`src/rtl/pll_ctrl_pkg.sv`:
```
package pll_ctrl_pkg;
  localparam int REG_W = 8;

  // control register bit positions
  localparam int CTRL_EN_BIT  = 5;
  localparam int CTRL_SEL_BIT = 4;
  localparam int CTRL_PRE_LSB = 2;
  localparam int CTRL_VRS_LSB = 0;

  // bandwidth register bit positions
  localparam int BW_AUTO_BIT = 7;
  localparam int BW_LOCK_BIT = 6;
  localparam int BW_ACQ_BIT  = 5;

  localparam logic [1:0] VRS_ILLEGAL = 2'd3;

  typedef struct packed {
    logic       en;
    logic       sel;
    logic [1:0] pre;
    logic [1:0] vrs;
  } ctrl_t;

  typedef struct packed {
    logic auto_mode;
    logic acq;
  } bw_t;
endpackage

```
`src/rtl/pll_ctrl_field.sv`:
```
module pll_ctrl_field
  import pll_ctrl_pkg::*;
(
  input  logic             clk_i,
  input  logic             rst_ni,
  input  logic             wr_i,
  input  logic [REG_W-1:0] wdata_i,
  output ctrl_t            q_o
);
  ctrl_t q, d;

  always_comb begin
    d = q;
    if (wr_i) begin
      // enable is held while select is set (old value)
      d.en  = wdata_i[CTRL_EN_BIT] | q.sel;
      // select needs enable both before and after the write
      d.sel = wdata_i[CTRL_SEL_BIT] & q.en & d.en;
      if (!q.en) begin
        d.pre = wdata_i[CTRL_PRE_LSB +: 2];
        if (wdata_i[CTRL_VRS_LSB +: 2] != VRS_ILLEGAL)
          d.vrs = wdata_i[CTRL_VRS_LSB +: 2];
      end
    end
  end

  always_ff @(posedge clk_i or negedge rst_ni) begin
    if (!rst_ni) q <= '0;
    else         q <= d;
  end

  assign q_o = q;
endmodule

```
`src/rtl/pll_bw_field.sv`:
```
module pll_bw_field
  import pll_ctrl_pkg::*;
(
  input  logic             clk_i,
  input  logic             rst_ni,
  input  logic             wr_i,
  input  logic [REG_W-1:0] wdata_i,
  output bw_t              q_o
);
  bw_t q;

  always_ff @(posedge clk_i or negedge rst_ni) begin
    if (!rst_ni) begin
      q <= '0;
    end else if (wr_i) begin
      q.auto_mode <= wdata_i[BW_AUTO_BIT];
      // forced value only writable from manual mode
      if (!q.auto_mode) q.acq <= wdata_i[BW_ACQ_BIT];
    end
  end

  assign q_o = q;
endmodule

```
`src/rtl/pll_rd_mux.sv`:
```
module pll_rd_mux
  import pll_ctrl_pkg::*;
#(
  parameter int              ADDR_W    = 8,
  parameter logic [ADDR_W-1:0] CTRL_ADDR = 8'h10,
  parameter logic [ADDR_W-1:0] BW_ADDR   = 8'h11
) (
  input  logic [ADDR_W-1:0] addr_i,
  input  ctrl_t             ctrl_i,
  input  bw_t               bw_i,
  input  logic              lock_i,
  input  logic              acq_i,
  output logic [REG_W-1:0]  rdata_o
);
  always_comb begin
    rdata_o = '0;
    if (addr_i == CTRL_ADDR) begin
      rdata_o[CTRL_EN_BIT]        = ctrl_i.en;
      rdata_o[CTRL_SEL_BIT]       = ctrl_i.sel;
      rdata_o[CTRL_PRE_LSB +: 2]  = ctrl_i.pre;
      rdata_o[CTRL_VRS_LSB +: 2]  = ctrl_i.vrs;
    end else if (addr_i == BW_ADDR) begin
      rdata_o[BW_AUTO_BIT] = bw_i.auto_mode;
      rdata_o[BW_LOCK_BIT] = lock_i;
      rdata_o[BW_ACQ_BIT]  = bw_i.auto_mode ? acq_i : bw_i.acq;
    end
  end
endmodule

```
`src/rtl/pll_ctrl_regs.sv`:
```
module pll_ctrl_regs
  import pll_ctrl_pkg::*;
#(
  parameter int                ADDR_W    = 8,
  parameter logic [ADDR_W-1:0] CTRL_ADDR = 8'h10,
  parameter logic [ADDR_W-1:0] BW_ADDR   = 8'h11
) (
  input  logic              clk_i,
  input  logic              rst_ni,
  input  logic [ADDR_W-1:0] addr_i,
  input  logic              we_i,
  input  logic [7:0]        wdata_i,
  output logic [7:0]        rdata_o,
  input  logic              lock_i,
  input  logic              acq_i,
  output logic              pll_en_o,
  output logic              clk_sel_o,
  output logic [1:0]        pre_o,
  output logic [1:0]        vrs_o,
  output logic              auto_o,
  output logic              acq_force_o
);
  ctrl_t ctrl_q;
  bw_t   bw_q;
  logic  ctrl_wr, bw_wr;

  assign ctrl_wr = we_i && (addr_i == CTRL_ADDR);
  assign bw_wr   = we_i && (addr_i == BW_ADDR);

  pll_ctrl_field i_ctrl (
    .clk_i   (clk_i),
    .rst_ni  (rst_ni),
    .wr_i    (ctrl_wr),
    .wdata_i (wdata_i),
    .q_o     (ctrl_q)
  );

  pll_bw_field i_bw (
    .clk_i   (clk_i),
    .rst_ni  (rst_ni),
    .wr_i    (bw_wr),
    .wdata_i (wdata_i),
    .q_o     (bw_q)
  );

  pll_rd_mux #(
    .ADDR_W    (ADDR_W),
    .CTRL_ADDR (CTRL_ADDR),
    .BW_ADDR   (BW_ADDR)
  ) i_rd (
    .addr_i  (addr_i),
    .ctrl_i  (ctrl_q),
    .bw_i    (bw_q),
    .lock_i  (lock_i),
    .acq_i   (acq_i),
    .rdata_o (rdata_o)
  );

  assign pll_en_o    = ctrl_q.en;
  assign clk_sel_o   = ctrl_q.sel;
  assign pre_o       = ctrl_q.pre;
  assign vrs_o       = ctrl_q.vrs;
  assign auto_o      = bw_q.auto_mode;
  assign acq_force_o = bw_q.acq;
endmodule

```
`config.mk`:
```
export PLATFORM = sky130hd
export DESIGN_NAME = pll_ctrl_regs
export DESIGN_NICKNAME = d
export VERILOG_FILES = /design/src/rtl/pll_ctrl_pkg.sv /design/src/rtl/pll_ctrl_field.sv /design/src/rtl/pll_bw_field.sv /design/src/rtl/pll_rd_mux.sv /design/src/rtl/pll_ctrl_regs.sv
export SDC_FILE = /design/constraint.sdc
export NUM_CORES = 1
export LEC_CHECK = 0
export BUFFER_PORTS_ARGS = -buffer_cell sky130_fd_sc_hd__clkbuf_2
export CORE_AREA = 2 2 41 43
export DETAILED_ROUTE_END_ITERATION = 10
export DIE_AREA = 0 0 43 45
export PLACE_DENSITY_LB_ADDON = 0.2
export SLEW_MARGIN = 20
export SYNTH_ARGS = -nofsm -noshare
export SYNTH_HDL_FRONTEND = slang
export SYNTH_SLANG_ARGS = --single-unit
```
`constraint.sdc`:
```
create_clock -name clk_i -period 1.3 [get_ports clk_i]
set_input_delay 0.13 -clock clk_i [delete_from_list [all_inputs] [get_ports clk_i]]
set_output_delay 0.13 -clock clk_i [all_outputs]
set_load 0.02 [all_outputs]
```
Yosys cells after proc, flatten, opt, wreduce, memory -nomap -nowiden
Cells that the tools add are included.

Register bits after elaboration: 8. Bits of input ports: 21. Output and inout bits: 16.

Equal/unequal tests: 3. Multiplexer cells: 5. Bitwise operators: 5. Reduce and logical (&&, ||, !) cells: 5.

Operators by type and width (count): $eq 8x5->1 const B (2); $mux 5 (1); $reduce_and 2->1 (2); $mux 3 (1); $reduce_and 3->1 (1); $and 1x1->1 (2); $logic_and 1x1->1 (2); $mux 1 (2); $mux 2 (1); $ne 2x2->1 const B (1); $not 1->1 (2); $or 1x1->1 (1).

Logic depth before layout (Yosys ltp)
Depth after elaboration: 3. Depth in mapped cells: 4.

By module
A second synthesis with hierarchy kept.

Cells, all modules: 53. Area, all modules: 536.8 um2.

Modules (own cells, without submodules): pll_ctrl_field (times used 1, cells an instance 20, area an instance 259.0 um2); pll_rd_mux (times used 1, cells an instance 23, area an instance 153.9 um2); pll_bw_field (times used 1, cells an instance 5, area an instance 90.1 um2); pll_ctrl_regs (times used 1, cells an instance 5, area an instance 33.8 um2).

Least setup slack after synthesis
No wires, ideal clock.

Path type: input-to-reg. Start point: input port addr_i[7]. End point: register i_ctrl.q (netlist bit i_ctrl.q_o[2]). Arrival time: 1.395 ns. Data required time: 1.175 ns. Setup slack: -0.220 ns. Stages: 3. Path buffers: 0. Cell sequence: or4b_4 > or3_4 > mux2_4.

Cells in the longest elaborated chain, start to end: 3.

RTL lines: start: declaration (line pll_ctrl_regs.sv:10) `input logic [ADDR_W-1:0] addr_i,`; $eq 8x5->1 (line pll_ctrl_regs.sv:27) `assign ctrl_wr = we_i && (addr_i == CTRL_ADDR);`; $logic_and 1x1->1 (line pll_ctrl_regs.sv:27); $reduce_and 2->1 (no source line); end signal: assignment (line pll_ctrl_field.sv:28) `if (!rst_ni) q <= '0;`; end signal: assignment (line pll_ctrl_field.sv:29) `else q <= d;`; end: declaration (line pll_ctrl_field.sv:10) `ctrl_t q, d;`.

Every way passes these cells. A chain may end at the register's enable or synchronous reset.

Final worst setup path
Start point: register i_bw.q (netlist bit i_bw.q_o[1]). End point: output port rdata_o[5].

Cells in the longest elaborated chain, start to end: 3.

RTL lines: start: declaration (line pll_bw_field.sv:10) `bw_t q;`; $mux 1 (line pll_rd_mux.sv:25) `rdata_o[BW_ACQ_BIT] = bw_i.auto_mode ? acq_i : bw_i.acq;`; $mux 3 (line pll_rd_mux.sv:22) `end else if (addr_i == BW_ADDR) begin`; $mux 1 (line pll_rd_mux.sv:17) `if (addr_i == CTRL_ADDR) begin`; end: declaration (line pll_ctrl_regs.sv:13) `output logic [7:0] rdata_o,`.

Every way passes these cells.

==> flow_results.xml <==
<?xml version="1.0" encoding="UTF-8"?>
<metrics>
  <group name="outcome">
    <metric name="run_status" unit="">finished, violations left</metric>
    <metric name="violations" unit="">negative setup slack</metric>
  </group>
  <group name="final_layout">
    <metric name="finish.utilization" unit="">0.646</metric>
    <metric name="layout_commonest_cell" unit="">sky130_fd_sc_hd__clkbuf_2</metric>
    <metric name="post_route_cells_drive_above_1_share" unit="">0.740</metric>
    <metric name="synthToLayoutAreaGrowth" unit="%">100</metric>
    <metric name="final_cell_count_no_fill" unit="">112</metric>
    <metric name="nNetsFinal" unit="">119</metric>
    <metric name="most-common-layout-cells" unit="">sky130_fd_sc_hd__clkbuf_2, sky130_fd_sc_hd__buf_4, sky130_fd_sc_hd__dfrtp_1, sky130_fd_sc_hd__buf_6, sky130_fd_sc_hd__and3_1</metric>
    <metric name="count_of_inserted_antenna_diode_cells" unit="">0</metric>
  </group>
  <group name="grt">
    <metric name="total_track_usage" unit="">0.151</metric>
    <metric name="antenna_violations_before_repair" unit="">0</metric>
    <metric name="via_count_of_the_first_global_routing_pass" unit="">527</metric>
    <metric name="grt_first_pass_wirelength" unit="um">2210</metric>
    <metric name="grt_start_max_net_pins" unit="">12</metric>
    <metric name="grt_remaining_overflow" unit="">0</metric>
  </group>
  <group name="min_path">
    <metric name="worstHoldPathType" unit="">in -&gt; reg</metric>
  </group>
  <group name="placed_design">
    <metric name="globalplace.congestion" unit="">0.708</metric>
    <metric name="placedCellCount" unit="">105</metric>
    <metric name="post-place-ws" unit="ps">-319</metric>
    <metric name="hpwl" unit="um">1070</metric>
    <metric name="port-buffer-count" unit="">35</metric>
  </group>
  <group name="sta">
    <metric name="setup_tns" unit="ps">-374</metric>
    <metric name="final_hold_viol_count" unit="">0</metric>
    <metric name="final.hold.worst_slack" unit="ps">113</metric>
    <metric name="setup_viol" unit="">8</metric>
    <metric name="setup_slack" unit="ps">-161</metric>
    <metric name="min_period_over_period" unit="">1.12</metric>
    <metric name="rsz0062_at_grt" unit="">true</metric>
    <metric name="actual_slew_at_the_worst_max_slew_pin" unit="ps">238</metric>
    <metric name="max_clock_freq" unit="MHz">684</metric>
    <metric name="max_clock_skew" unit="ps">4.31</metric>
    <metric name="slew_headroom" unit="">0.839</metric>
    <metric name="timing.final.crit_period" unit="ps">1460</metric>
    <metric name="report.final.slew_viol_count" unit="">0</metric>
  </group>
  <group name="worst_setup_path">
    <metric name="standard_cell_with_the_maximum_stage_delay_on_the_critical_path" unit="">sky130_fd_sc_hd__dfrtp_1</metric>
    <metric name="timing_worst_setup_path_type" unit="">reg -&gt; out</metric>
    <metric name="critical_path_max_stage_delay" unit="ps">390</metric>
    <metric name="path_cells" unit="">mux2_4 -&gt; a32o_1 -&gt; clkbuf_8</metric>
    <metric name="worst_path_bufs_invs" unit="">1</metric>
    <metric name="critPathLaunchType" unit="">flip-flop</metric>
    <metric name="timing.critical_path.required" unit="ps">1170</metric>
    <metric name="critical_path.max_fanout" unit="">2</metric>
    <metric name="timing.critical_path.arrival" unit="ps">1330</metric>
    <metric name="critPathCaptureType" unit="">primary output</metric>
    <metric name="cp_top_family" unit="">flip-flops</metric>
  </group>
  <group name="synthesis">
    <metric name="number_of_synthesized_register_bits" unit="">8</metric>
    <metric name="ys.warnings.count" unit="">0</metric>
    <metric name="seq_area_frac_synth" unit="">0.421</metric>
    <metric name="async_reset_ff_frac" unit="">1.00</metric>
    <metric name="synth_fp_nets" unit="">64</metric>
    <metric name="synthCells" unit="">43</metric>
    <metric name="synth_edf_count" unit="">0</metric>
    <metric name="synth_flop_cell" unit="">sky130_fd_sc_hd__dfrtp_1</metric>
    <metric name="synthesis.area" unit="um^2">475</metric>
    <metric name="ys_types" unit="">22</metric>
    <metric name="synth_area_per_cell" unit="um^2">11.1</metric>
  </group>
  <group name="die">
    <metric name="dieArea" unit="um^2">1940</metric>
    <metric name="placement_rows" unit="">14</metric>
    <metric name="core_region_area" unit="um^2">1470</metric>
    <metric name="boundaryPins" unit="">37</metric>
    <metric name="die_width" unit="um">43</metric>
    <metric name="initial_core_util" unit="">0.323</metric>
    <metric name="die-height" unit="um">45</metric>
  </group>
  <group name="flow_run">
    <metric name="max_cap_viol_count" unit="">0</metric>
  </group>
  <group name="clock_network">
    <metric name="ctsLongestPathBuffers" unit="">2</metric>
    <metric name="cts_tree" unit="">built</metric>
    <metric name="cts-root-buf" unit="">sky130_fd_sc_hd__clkbuf_4</metric>
    <metric name="post_cts_clock_slew_at_the_launch_and_capture_registers_of_the_worst_setup_and_hold_paths" unit="ps">50</metric>
    <metric name="h-tree-depth" unit="">1</metric>
    <metric name="clk-insertion-delay-late" unit="ps">250</metric>
    <metric name="cts-buffers-inserted" unit="">3</metric>
    <metric name="clock_sinks" unit="">8</metric>
  </group>
  <group name="power">
    <metric name="power_leakage" unit="uW">0.000490</metric>
    <metric name="peakVddDrop" unit="V">0.000448</metric>
    <metric name="power_per_cell_area" unit="nW/um^2">651</metric>
  </group>
  <group name="route">
    <metric name="viasPerCell" unit="">5.14</metric>
    <metric name="drc_errors" unit="">0</metric>
    <metric name="antenna_left" unit="">0</metric>
    <metric name="drt_pass1_iterations" unit="">4</metric>
    <metric name="dr_total_vias" unit="">576</metric>
    <metric name="routed_wirelength" unit="um">1520</metric>
    <metric name="wire_per_inst" unit="um">13.6</metric>
    <metric name="drt_iter0_markers" unit="">5</metric>
  </group>
</metrics>
[worst paths after layout]
path	startpoint	endpoint	slack, ps	cells after the start
min in group asynchronous	rst_ni	i_ctrl.q_o[4]$_DFFE_PN0P_	260	2
worst min register to register	i_ctrl.q_o[1]$_DFFE_PN0P_	i_ctrl.q_o[1]$_DFFE_PN0P_	530	1
worst max register to register	i_ctrl.q_o[5]$_DFFE_PN0P_	i_ctrl.q_o[3]$_DFFE_PN0P_	-30	3
worst max-delay path	i_bw.q_o[1]$_DFFE_PN0P_	rdata_o[5]	-160	3
max in group asynchronous	rst_ni	i_ctrl.q_o[3]$_DFFE_PN0P_	860	2
worst min-delay path	wdata_i[2]	i_ctrl.q_o[2]$_DFFE_PN0P_	110	2
[report_power, final]
| group | internal (uW) | leakage [uW] | switching (uW) |
|---|---|---|---|
| logic | 81.6 | 0.000370 | 81.4 |
| clock network | 105 | 0.0000138 | 77.6 |
| registers | 263 | 0.000106 | 9.78 |
| total | 450 | 0.000490 | 169 |
[cell usage after synthesis (2+ instances only)]
cell type                 instances  share of area
sky130_fd_sc_hd__a31oi_1          2          0.026
sky130_fd_sc_hd__and3_1           6          0.079
sky130_fd_sc_hd__dfrtp_1          8           0.42
sky130_fd_sc_hd__mux2_2           3          0.071
sky130_fd_sc_hd__mux2_4           2          0.063
sky130_fd_sc_hd__nor2_1           2          0.016
sky130_fd_sc_hd__nor4_1           3          0.039
sky130_fd_sc_hd__nor4b_1          2          0.037
sky130_fd_sc_hd__o22a_2           2          0.042
[worst register-to-register path, stage by stage (launching register included)]
cell and delay, ps:
sky130_fd_sc_hd__dfrtp_1 370, sky130_fd_sc_hd__nand2b_1 160, sky130_fd_sc_hd__or3_4 380, sky130_fd_sc_hd__mux2_4 300
[area by class of cell]
cell class / count / area [um^2]
Multi-Input combinational cell: 33 / 343
Inverter: 1 / 3.75
Tap cell: 16 / 20.0
Clock buffer: 3 / 22.5
Fill cell: 122 / 520
Timing Repair Buffer: 51 / 362
Sequential cell: 8 / 200
[registers in the layout, summed over array words and instances, names as in the netlist]
name and cells:
i_bw.q_o 2, i_ctrl.q_o 6
[through the flow]
| stage | area, um^2 | total power [uW] |
|---|---|---|
| 2_1_floorplan | 475 | 328 |
| 3_3_place_gp | 757 | 411 |
| 3_5_place_dp | 757 | 414 |
| 4_1_cts | 872 | 616 |
| 5_1_grt | 951 | 659 |
| 6_report | 951 | 619 |
[layer usage]
layer  vias up  wire length (um)  GRT usage
li1        282                 -          -
met2        22               782      0.261
met1       272               636      0.196
met5         -                 0          0
met4         0                 0     0.0364
met3         0                99     0.0320
[kinds of logic after synthesis]
kind of cell / synth area share
AOI/OAI and AO/OA: 0.108
muxes: 0.134
DFF: 0.421
and+or+nand+nor: 0.321
buffers and inverters: 0.0158
[repair_timing]
action                                  CTS  global route
resized for setup                        16            19
endpoints found under the setup margin    4            12
hold endpoints to repair                  8             0
hold buffers                              1             0
buffers inserted                          2             1
pin swaps                                 4             0
gates cloned                              0             0
Power figures use the tool's default switching activity.
